==> src/rtl/pkt_spi_pkg.sv <==
package pkt_spi_pkg;
    typedef enum logic [1:0] {
        ST_IDLE  = 2'd0,
        ST_LOAD  = 2'd1,
        ST_SHIFT = 2'd2,
        ST_HOLD  = 2'd3
    } link_st_e;
endpackage

==> src/rtl/pkt_spi_sync.sv <==
module pkt_spi_sync #(
    parameter int         WIDTH   = 3,
    parameter int         STAGES  = 2,
    parameter logic [WIDTH-1:0] RST_VAL = '0
) (
    input  logic             clk,
    input  logic             rst_n,
    input  logic [WIDTH-1:0] async_i,
    output logic [WIDTH-1:0] sync_o
);
    logic [WIDTH-1:0] pipe_q [STAGES];
    logic [WIDTH-1:0] pipe_d [STAGES];

    always_comb begin
        pipe_d[0] = async_i;
        for (int s = 1; s < STAGES; s++) begin
            pipe_d[s] = pipe_q[s-1];
        end
    end

    generate
        for (genvar g = 0; g < STAGES; g++) begin : g_stage
            always_ff @(posedge clk or negedge rst_n) begin
                if (!rst_n) pipe_q[g] <= RST_VAL;
                else        pipe_q[g] <= pipe_d[g];
            end
        end
    endgenerate

    assign sync_o = pipe_q[STAGES-1];
endmodule

==> src/rtl/pkt_spi_txsel.sv <==
module pkt_spi_txsel #(
    parameter int               PKT_W     = 32,
    parameter int               ID_W      = 8,
    parameter logic [ID_W-1:0]  STATUS_ID = 8'hC3,
    localparam int              INFO_W    = PKT_W - ID_W
) (
    input  logic              stage_vld,
    input  logic [PKT_W-1:0]  stage_pkt,
    input  logic              q_valid,
    input  logic [PKT_W-1:0]  q_pkt,
    input  logic              enable,
    input  logic [INFO_W-1:0] status,
    output logic [PKT_W-1:0]  out_pkt,
    output logic              take_q
);
    always_comb begin
        take_q = 1'b0;
        if (stage_vld) begin
            out_pkt = stage_pkt;
        end else if (q_valid) begin
            out_pkt = q_pkt;
            take_q  = 1'b1;
        end else if (enable) begin
            out_pkt = {STATUS_ID, status};
        end else begin
            out_pkt = '0;
        end
    end
endmodule

==> src/rtl/pkt_spi_core.sv <==
module pkt_spi_core
    import pkt_spi_pkg::*;
#(
    parameter int               PKT_W     = 32,
    parameter int               ID_W      = 8,
    parameter logic [ID_W-1:0]  STATUS_ID = 8'hC3,
    localparam int              INFO_W    = PKT_W - ID_W,
    localparam int              CNT_W     = $clog2(PKT_W)
) (
    input  logic              clk,
    input  logic              rst_n,
    input  logic              ss_s,
    input  logic              sck_s,
    input  logic              mosi_s,
    input  logic              tx_valid,
    input  logic [PKT_W-1:0]  tx_data,
    input  logic              enable,
    input  logic [INFO_W-1:0] status,
    output logic              tx_pop,
    output logic              rx_valid,
    output logic [PKT_W-1:0]  rx_data,
    output logic              go_n,
    output logic              miso_bit
);
    typedef struct packed {
        link_st_e         st;
        logic             ss_p;
        logic             sck_p;
        logic [CNT_W-1:0] cnt;
        logic [PKT_W-1:0] txs;
        logic [PKT_W-1:0] rxs;
        logic [PKT_W-1:0] rxd;
        logic             rxv;
        logic [PKT_W-1:0] stg;
        logic             stg_v;
        logic             go_n;
    } core_regs_t;

    core_regs_t q, d;
    logic [PKT_W-1:0] sel_pkt;
    logic             sel_take;
    logic             ss_fall, sck_rise, sck_fall;

    pkt_spi_txsel #(
        .PKT_W(PKT_W), .ID_W(ID_W), .STATUS_ID(STATUS_ID)
    ) i_txsel (
        .stage_vld(q.stg_v),
        .stage_pkt(q.stg),
        .q_valid  (tx_valid),
        .q_pkt    (tx_data),
        .enable   (enable),
        .status   (status),
        .out_pkt  (sel_pkt),
        .take_q   (sel_take)
    );

    assign ss_fall  = q.ss_p & ~ss_s;
    assign sck_rise = ~q.sck_p & sck_s;
    assign sck_fall = q.sck_p & ~sck_s;

    always_comb begin
        d       = q;
        d.rxv   = 1'b0;
        d.ss_p  = ss_s;
        d.sck_p = sck_s;
        tx_pop  = 1'b0;
        unique case (q.st)
            ST_IDLE: begin
                if (ss_fall) d.st = ST_LOAD;
            end
            ST_LOAD: begin
                if (ss_s) begin
                    d.st = ST_IDLE;
                end else begin
                    d.txs = sel_pkt;
                    d.cnt = '0;
                    d.st  = ST_SHIFT;
                    if (sel_take) begin
                        tx_pop  = 1'b1;
                        d.stg   = tx_data;
                        d.stg_v = 1'b1;
                    end
                end
            end
            ST_SHIFT: begin
                if (ss_s) begin
                    d.st = ST_IDLE;
                end else begin
                    if (sck_rise) begin
                        d.rxs = {q.rxs[PKT_W-2:0], mosi_s};
                        if (q.cnt == CNT_W'(PKT_W-1)) begin
                            d.rxd   = {q.rxs[PKT_W-2:0], mosi_s};
                            d.rxv   = 1'b1;
                            d.stg_v = 1'b0;
                            d.st    = ST_HOLD;
                        end else begin
                            d.cnt = q.cnt + 1'b1;
                        end
                    end
                    if (sck_fall) d.txs = {q.txs[PKT_W-2:0], 1'b0};
                end
            end
            ST_HOLD: begin
                if (ss_s) d.st = ST_IDLE;
            end
            default: d.st = ST_IDLE;
        endcase
        if (d.st == ST_IDLE) d.cnt = '0;
        d.go_n = !(d.st == ST_SHIFT || d.st == ST_HOLD);
    end

    always_ff @(posedge clk or negedge rst_n) begin
        if (!rst_n) begin
            q       <= '0;
            q.st    <= ST_IDLE;
            q.ss_p  <= 1'b1;
            q.go_n  <= 1'b1;
        end else begin
            q <= d;
        end
    end

    assign rx_valid = q.rxv;
    assign rx_data  = q.rxd;
    assign go_n     = q.go_n;
    assign miso_bit = (q.st == ST_SHIFT) ? q.txs[PKT_W-1] : 1'b0;


    ss_hi_go_chk: assert property (@(posedge clk) disable iff (!rst_n)
        ss_s |=> go_n);


    rx_pulse_chk: assert property (@(posedge clk) disable iff (!rst_n)
        rx_valid |=> !rx_valid);


    rx_go_chk: assert property (@(posedge clk) disable iff (!rst_n)
        rx_valid |-> !go_n);


    pop_go_chk: assert property (@(posedge clk) disable iff (!rst_n)
        tx_pop |=> !go_n);


    abort_keep_chk: assert property (@(posedge clk) disable iff (!rst_n)
        (q.st == ST_SHIFT && ss_s && q.stg_v) |=> (q.stg_v && $stable(q.stg)));
endmodule

==> src/rtl/pkt_spi_slave.sv <==
module pkt_spi_slave #(
    parameter int               PKT_W     = 32,
    parameter int               ID_W      = 8,
    parameter logic [ID_W-1:0]  STATUS_ID = 8'hC3,
    parameter int               SYNC_N    = 2,
    localparam int              INFO_W    = PKT_W - ID_W
) (
    input  logic              clk,
    input  logic              rst_n,
    input  logic              spi_ss_n,
    input  logic              spi_sck,
    input  logic              spi_mosi,
    output logic              spi_miso,
    output logic              spi_miso_en,
    output logic              host_go_n,
    input  logic              tx_valid,
    input  logic [PKT_W-1:0]  tx_data,
    output logic              tx_pop,
    output logic              rx_valid,
    output logic [PKT_W-1:0]  rx_data,
    input  logic              dev_enable,
    input  logic [INFO_W-1:0] status_info
);
    logic [2:0] pins_s;

    pkt_spi_sync #(
        .WIDTH(3), .STAGES(SYNC_N), .RST_VAL(3'b100)
    ) i_sync (
        .clk    (clk),
        .rst_n  (rst_n),
        .async_i({spi_ss_n, spi_sck, spi_mosi}),
        .sync_o (pins_s)
    );

    pkt_spi_core #(
        .PKT_W(PKT_W), .ID_W(ID_W), .STATUS_ID(STATUS_ID)
    ) i_core (
        .clk      (clk),
        .rst_n    (rst_n),
        .ss_s     (pins_s[2]),
        .sck_s    (pins_s[1]),
        .mosi_s   (pins_s[0]),
        .tx_valid (tx_valid),
        .tx_data  (tx_data),
        .enable   (dev_enable),
        .status   (status_info),
        .tx_pop   (tx_pop),
        .rx_valid (rx_valid),
        .rx_data  (rx_data),
        .go_n     (host_go_n),
        .miso_bit (spi_miso)
    );

    assign spi_miso_en = ~spi_ss_n;
endmodule

==> config.mk <==
export PLATFORM = sky130hd
export DESIGN_NAME = pkt_spi_slave
export DESIGN_NICKNAME = d
export VERILOG_FILES = /design/src/rtl/pkt_spi_pkg.sv /design/src/rtl/pkt_spi_sync.sv /design/src/rtl/pkt_spi_txsel.sv /design/src/rtl/pkt_spi_core.sv /design/src/rtl/pkt_spi_slave.sv
export SDC_FILE = /design/constraint.sdc
export NUM_CORES = 1
export LEC_CHECK = 0
export CORE_MARGIN = 5
export CORE_UTILIZATION = 45
export CTS_CLUSTER_DIAMETER = 120
export DETAILED_ROUTE_END_ITERATION = 6
export PLACE_DENSITY = 0.73
export SYNTH_ARGS = -nofsm -noshare
export SYNTH_HDL_FRONTEND = slang
export SYNTH_SLANG_ARGS = --single-unit
==> constraint.sdc <==
create_clock -name clk -period 3.25 [get_ports clk]
set_clock_uncertainty 0.15 [all_clocks]
set_input_delay 0.65 -clock clk [delete_from_list [all_inputs] [get_ports clk]]
set_output_delay 0.65 -clock clk [all_outputs]
set_load 0.02 [all_outputs]
==> results of run 1 <==
[worst register-to-register path, stage by stage, from the launching register on]
cell and delay, ps:
dfrtp_1 410, inv_1 100, ha_1 360, buf_4 260, or2_1 240, a22o_1 220
a222oi_1 590, nor3_1 140
[metrics by stage]
step / setup WS, ps / power, mW / hold WS [ps] / cell area, um^2
3_5_place_dp: 466.2 / 2.886 / 186.3 / 7505
2_1_floorplan: 817.3 / 2.560 / 181.2 / 6549
4_1_cts: 214.6 / 4.894 / 137.2 / 8114
5_1_grt: 160.3 / 5.084 / 173.7 / 8114
6_report: 249.5 / 4.843 / 118.4 / 8114
3_3_place_gp: 492.0 / 2.851 / 190.0 / 7505
[state kept, by name (all words and copies together), names as in the netlist]
register,flops
i_core.q,105
i_core.rx_data,32
i_sync.pipe_d,3
i_sync.sync_o,3
i_core.go_n,1
i_core.rx_valid,1
[layer usage]
layer	vias to the layer above	wire length, um	part of all wire	track usage
met1	2222	6031	0.44	0.2280
met5	-	0	0	0
met4	0	168	0.012	0.05687
li1	2084	-	-	-
met3	13	820	0.060	0.04024
met2	149	6554	0.48	0.2714
[report_power, final]
group | internal, mW | leakage, nW | switching (mW)
combinational | 0.333 | 1.62 | 0.453
sequential | 1.96 | 1.85 | 0.108
clock | 1.25 | 0.288 | 0.740
[cell type report]
| cell class | count | share of cell area |
|---|---|---|
| repair buffers | 114 | 0.1377 |
| well taps | 184 | 0.02837 |
| flip-flops and latches | 145 | 0.4480 |
| multi-input cells | 316 | 0.3012 |
| clock inverters | 12 | 0.01928 |
| inverters | 21 | 0.009715 |
| clock buffers | 19 | 0.05582 |
[cell usage in the layout, fill, tap and decap left out, drive strengths merged, types with 16 or more instances in the layout]
| cell | instances |
|---|---|
| a221oi | 23 |
| a21oi | 38 |
| clkdlybuf4s50 | 98 |
| mux2 | 80 |
| nand2 | 28 |
| buf | 16 |
| nor2 | 20 |
| inv | 24 |
| o21ai | 26 |
| clkbuf | 19 |
| dfrtp | 141 |
[how the worst min path moves through the flow]
stage / from / to
6_report: rst_n / i_core.q[69]
4_1_cts: rst_n / i_core.rx_data[5]
3_5_place_dp: i_sync.pipe_d[1] / i_sync.sync_o[1]
3_3_place_gp: i_sync.pipe_d[0] / i_sync.sync_o[0]
5_1_grt: rst_n / i_core.rx_data[5]
2_1_floorplan: i_sync.pipe_d[0] / i_sync.sync_o[0]
[cells by family (layout without fill, tap and decap cells)]
family          after synthesis  in the layout
flops                       145            145
simple gates                 93             93
fa+ha+maj                     6              6
compound gates              136            136
buf+inv                      91            166
mux                          81             81
==> impl_metrics.env, run 1 <==
export IMPL_cts_max_level=4
export IMPL_drcViolationCount=0
export IMPL_synthesis_instances=552
export IMPL_setup_tns_ps=0
export IMPL_tightest_slew_ps=1080
export IMPL_path_class="register to output pin"
export IMPL_ys_seq_area_frac=0.5548
export IMPL_required_ps=2450
export IMPL_tritoncts="yes"
export IMPL_cts_hold_fix_buffers=0
export IMPL_multi_input_area_um2=2444
export IMPL_grt_usage=0.1694
export IMPL_ioPinCount=100
export IMPL_yosysUniqueCellTypes=43
export IMPL_p_per_area_nw_per_um2=596.8
export IMPL_path_max_fanout=7
export IMPL_syn_area_um2=6549
export IMPL_cts_made_buffers=17
export IMPL_routed_wl_um=13580
export IMPL_path_cells="inv_1 -> ha_1 -> and4bb_2 -> clkdlybuf4s50_1"
export IMPL_fin_nets=684
export IMPL_muxShareOfSynthArea=0.1391
export IMPL_syn_avg_cell_area_um2=11.86
export IMPL_dp_hpwl_um=9063
export IMPL_cts_root_buf="clkbuf_16"
export IMPL_drt_initial_drc_count=241
export IMPL_crit_path_start="i_core.q[139]"
export IMPL_ir_drop_v=0.0003992
export IMPL_timing_rr_end="i_core.q[133]"
export IMPL_via_per_inst=5.509
export IMPL_end_kind="output pin"
export IMPL_p_leak_nw=3.754
export IMPL_status="finished, final reports clean"
export IMPL_synthToLayoutAreaGrowth_pct=23.90
export IMPL_crit_path_start_kind="register"
export IMPL_max_clock_freq_ghz=0.3333
export IMPL_synth_compound_area_share=0.1452
export IMPL_reg2reg_depth=7
export IMPL_drtPass1Iterations=4
export IMPL_drv_slew=0
export IMPL_crit_reg2reg_launch="i_core.q[138]"
export IMPL_io_buffers=99
export IMPL_synth_commonest_cells="dfrtp_1, mux2_2, a21oi_1"
export IMPL_fill_cells=1206
export IMPL_die_h_um=130.6
export IMPL_place_congestion=0.7860
export IMPL_grt_setup_unrepaired="false"
export IMPL_hold_viol_final=0
export IMPL_regToRegSetupSlack_ps=630
export IMPL_antenna_found_initial=0
export IMPL_n_antenna_cell=0
export IMPL_stdcell_count=811
export IMPL_synth_flop_cell="dfrtp_1"
export IMPL_ctsResizeCount=0
export IMPL_period_needed_ps=3001
export IMPL_finalCritPeriodShare=0.9232
export IMPL_clk_latency_ps=420
export IMPL_synth_top_area_frac=0.5388
export IMPL_cts_setup_buffers=0
export IMPL_yosysWarningCount=0
export IMPL_cp_slowest_cell="clkdlybuf4s50_1"
export IMPL_ys_seq_elements=145
export IMPL_synth_xor_area_frac=0
export IMPL_die_area_um2=17070
export IMPL_yosys_area_top_type="dfrtp_1"
export IMPL_grt_max_degree=78
export IMPL_synth_fp_nets=621
export IMPL_start_util=0.4540
export IMPL_drive_above_1_share=0.2217
export IMPL_synthSimpleGateAreaFrac=0.07356
export IMPL_finalSetupViolCount=0
export IMPL_clockBufferDepth=2
export IMPL_grt_pass1_vias=4550
export IMPL_crit_arrival_ps=2200
export IMPL_slew_headroom=0.2802
export IMPL_die_w_um=130.6
export IMPL_post_route_util=0.5625
export IMPL_wl_per_cell_um=16.74
export IMPL_ant_nets=0
export IMPL_synthArstFlopShare=1.000
export IMPL_rows=44
export IMPL_dp_cells=780
export IMPL_synth_top_family_by_area="compound AO/OA/AOI/OAI gates"
export IMPL_coreArea_um2=14420
export IMPL_cp_endpoint="tx_pop"
export IMPL_path_clk_slew_ps=60
export IMPL_worstHoldPathType="input pin to asynchronous set/reset pin"
export IMPL_synth_edf_count=0
export IMPL_grt_pass1_wl_um=22910
export IMPL_grt_overflow_total=0
export IMPL_path_buf_inv=2
export IMPL_max_cap_viol_count=0
export IMPL_vias=4468
export IMPL_critPathTopFamily="buffers and inverters"
export IMPL_crit_cells=4
export IMPL_clock_sinks=145
export IMPL_synthAdderAreaFrac=0.01146
export IMPL_regArea_um2=3635
export IMPL_max_stage_delay_ps=610
export IMPL_yosysMostFrequentCell="dfrtp_1"
export IMPL_synth_area_leaders="dfrtp_1, mux2_2, buf_4"
No activity file was read; power rests on OpenSTA's default activity.
==> run 2: changes to the inputs <==
--- a/config.mk
+++ b/config.mk
@@ -9,7 +9,8 @@
 export CORE_UTILIZATION = 45
 export CTS_CLUSTER_DIAMETER = 120
 export DETAILED_ROUTE_END_ITERATION = 6
-export PLACE_DENSITY = 0.73
+export GPL_TIMING_DRIVEN = 0
+export PLACE_DENSITY = 0.76
 export SYNTH_ARGS = -nofsm -noshare
 export SYNTH_HDL_FRONTEND = slang
 export SYNTH_SLANG_ARGS = --single-unit
==> constraint.sdc (replaced) <==
create_clock -name clk -period 2.5 [get_ports clk]
set_clock_uncertainty 0.15 [all_clocks]
set_input_delay 0.5 -clock clk [delete_from_list [all_inputs] [get_ports clk]]
set_output_delay 0.5 -clock clk [all_outputs]
set_load 0.02 [all_outputs]
==> run 2 against run 1 <==
Effect of this change: utilization grew 3.3 points; total power up 35%; via count is 7.4% higher; sequential share of layout area fell by 2.5 points; highest routed layer unchanged.
==> impl_metrics.env, run 2 (synthesis results as in run 1) <==
export IMPL_status="finished, final reports clean"
export IMPL_clockBufferDepth=2
export IMPL_critPathTopFamily="buffers and inverters"
export IMPL_place_area_um2=7799
export IMPL_grt_max_degree=74
export IMPL_tightest_slew_ps=655.3
export IMPL_path_max_fanout=19
export IMPL_die_area_um2=17070
export IMPL_setup_tns_ps=0
export IMPL_rows=44
export IMPL_fin_nets=748
export IMPL_io_buffers=99
export IMPL_max_stage_delay_ps=440
export IMPL_synthToLayoutAreaGrowth_pct=31.22
export IMPL_slew_headroom=0.5631
export IMPL_drt_initial_drc_count=280
export IMPL_path_clk_slew_ps=50
export IMPL_cts_max_level=4
export IMPL_dp_hpwl_um=10500
export IMPL_fill_cells=1172
export IMPL_required_ps=1850
export IMPL_cts_made_buffers=17
export IMPL_max_cap_viol_count=0
export IMPL_cts_root_buf="clkbuf_16"
export IMPL_ant_nets=0
export IMPL_period_needed_ps=2452
export IMPL_coreArea_um2=14420
export IMPL_end_kind="output pin"
export IMPL_drcViolationCount=0
export IMPL_dp_slack_ps=-783.0
export IMPL_worstHoldPathType="register to register"
export IMPL_finalSetupViolCount=0
export IMPL_path_class="register to output pin"
export IMPL_cp_slowest_cell="dfrtp_1"
export IMPL_hold_viol_final=0
export IMPL_finalCritPeriodShare=0.9806
export IMPL_n_antenna_cell=0
export IMPL_via_per_inst=5.479
export IMPL_stdcell_area_um2=8593
export IMPL_ioPinCount=100
export IMPL_grt_usage=0.1808
export IMPL_drv_slew=0
export IMPL_layout_common_cells="dfrtp_1, clkdlybuf4s50_1, mux2_2"
export IMPL_fin_ws_ps=48.48
export IMPL_p_leak_nw=4.044
export IMPL_wl_per_cell_um=17.00
export IMPL_regToRegSetupSlack_ps=90
export IMPL_clock_sinks=145
export IMPL_grt_pass1_wl_um=24000
export IMPL_path_buf_inv=3
export IMPL_crit_arrival_ps=1800
export IMPL_tritoncts="yes"
export IMPL_start_util=0.4540
export IMPL_path_cells="inv_1 -> ha_4 -> and4bb_2 -> buf_12 -> buf_4"
export IMPL_largest_reg_flops=105
export IMPL_drtPass1Iterations=5
export IMPL_antenna_found_initial=0
export IMPL_die_w_um=130.6
export IMPL_top_register="i_core.q"
export IMPL_max_clock_freq_ghz=0.4079
export IMPL_routed_wl_um=14890
export IMPL_whs_ps=195.2
export IMPL_vias=4800
export IMPL_place_congestion=0.8879
export IMPL_grt_pass1_vias=4860
export IMPL_ir_drop_v=0.0005762
export IMPL_final_common_cell="dfrtp_1"
export IMPL_grt_overflow_total=0
export IMPL_p_per_area_nw_per_um2=761.1
export IMPL_crit_path_start_kind="register"
export IMPL_power_mw=6.540
export IMPL_clk_latency_ps=420
export IMPL_die_h_um=130.6
export IMPL_drive_above_1_share=0.2717
run 2: cell count changes in the layout (fill, tap and decap cells not counted), sizes merged:
cell           previous run  this run
clkdlybuf4s50            98        95
dlygate4sd3               0         1
clkinv                    2         5
clkinvlp                  4         1
buf                      16        59
inv                      24        23
clkbuf                   19        43
dlygate4sd2               0         1
run 2: worst paths after layout:
path,startpoint,endpoint,depth (start not counted)
max,i_core.q[139],tx_pop,5
min,i_sync.pipe_d[0],i_sync.sync_o[0],0
max reg2reg,i_core.q[131],i_core.q[134],7
min reg2reg,i_sync.pipe_d[0],i_sync.sync_o[0],0
max in group asynchronous,rst_n,i_sync.pipe_d[2],3
min in group asynchronous,rst_n,i_core.rx_data[5],2
run 2: report_power, final:
part | internal, mW | switching, mW
sequential | 2.55 | 0.131
clock | 1.68 | 0.972
combinational | 0.550 | 0.651
run 2: per-stage QoR:
stage,cells,utilization
detailed placement,836,0.5407
floorplan,552,-
finish,876,0.5958
global route,876,0.5958
global placement,835,0.5387
CTS,871,0.5913
run 2: worst register-to-register path, delay by kind of cell (launching register included):
| kind | cells | cell delay (ps) |
|---|---|---|
| AO/OA/AOI/OAI | 2 | 290 |
| adder cells (fa/ha/maj) | 2 | 450 |
| flip-flops | 1 | 420 |
| AND/OR/NAND/NOR | 3 | 1040 |
run 2: cell type report:
type                       count  area [um^2]  area share
buffer                        69        484.2     0.05635
clock buffer                  21        480.5     0.05591
clock inverter                11        151.4     0.01762
inverter                      21        78.83    0.009173
multi-input combinational    316         2446      0.2847
sequential                   145         3635      0.4230
tap                          184        230.2     0.02679
timing repair buffer         109         1087      0.1265
run 2: layer usage:
layer	wire length [um]	share of wire	vias to the layer above	track usage
met2	7439	0.50	177	0.3035
met5	0	0	-	0
met3	976	0.066	22	0.05000
li1	-	-	2214	-
met4	224	0.015	0	0.06110
met1	6253	0.42	2387	0.2263
run 2: timing repair:
item / in CTS / in global routing
resized for setup: 30 / 8
pin swaps: 1 / 2
endpoints found under the setup margin: 34 / 32
hold buffers: 1 / 0
cloned: 0 / 0
setup buffers: 3 / 5
endpoints found under the hold margin: 71 / 0
==> run 3: changes to the inputs <==
--- a/config.mk
+++ b/config.mk
@@ -9,6 +9,7 @@
 export CORE_UTILIZATION = 45
 export CTS_CLUSTER_DIAMETER = 120
 export DETAILED_ROUTE_END_ITERATION = 6
+export GPL_ROUTABILITY_DRIVEN = 0
 export GPL_TIMING_DRIVEN = 0
 export PLACE_DENSITY = 0.76
 export SYNTH_ARGS = -nofsm -noshare
==> results of run 3 <==
Same layout as run 2: the final DEF is identical, and so are final timing and power.
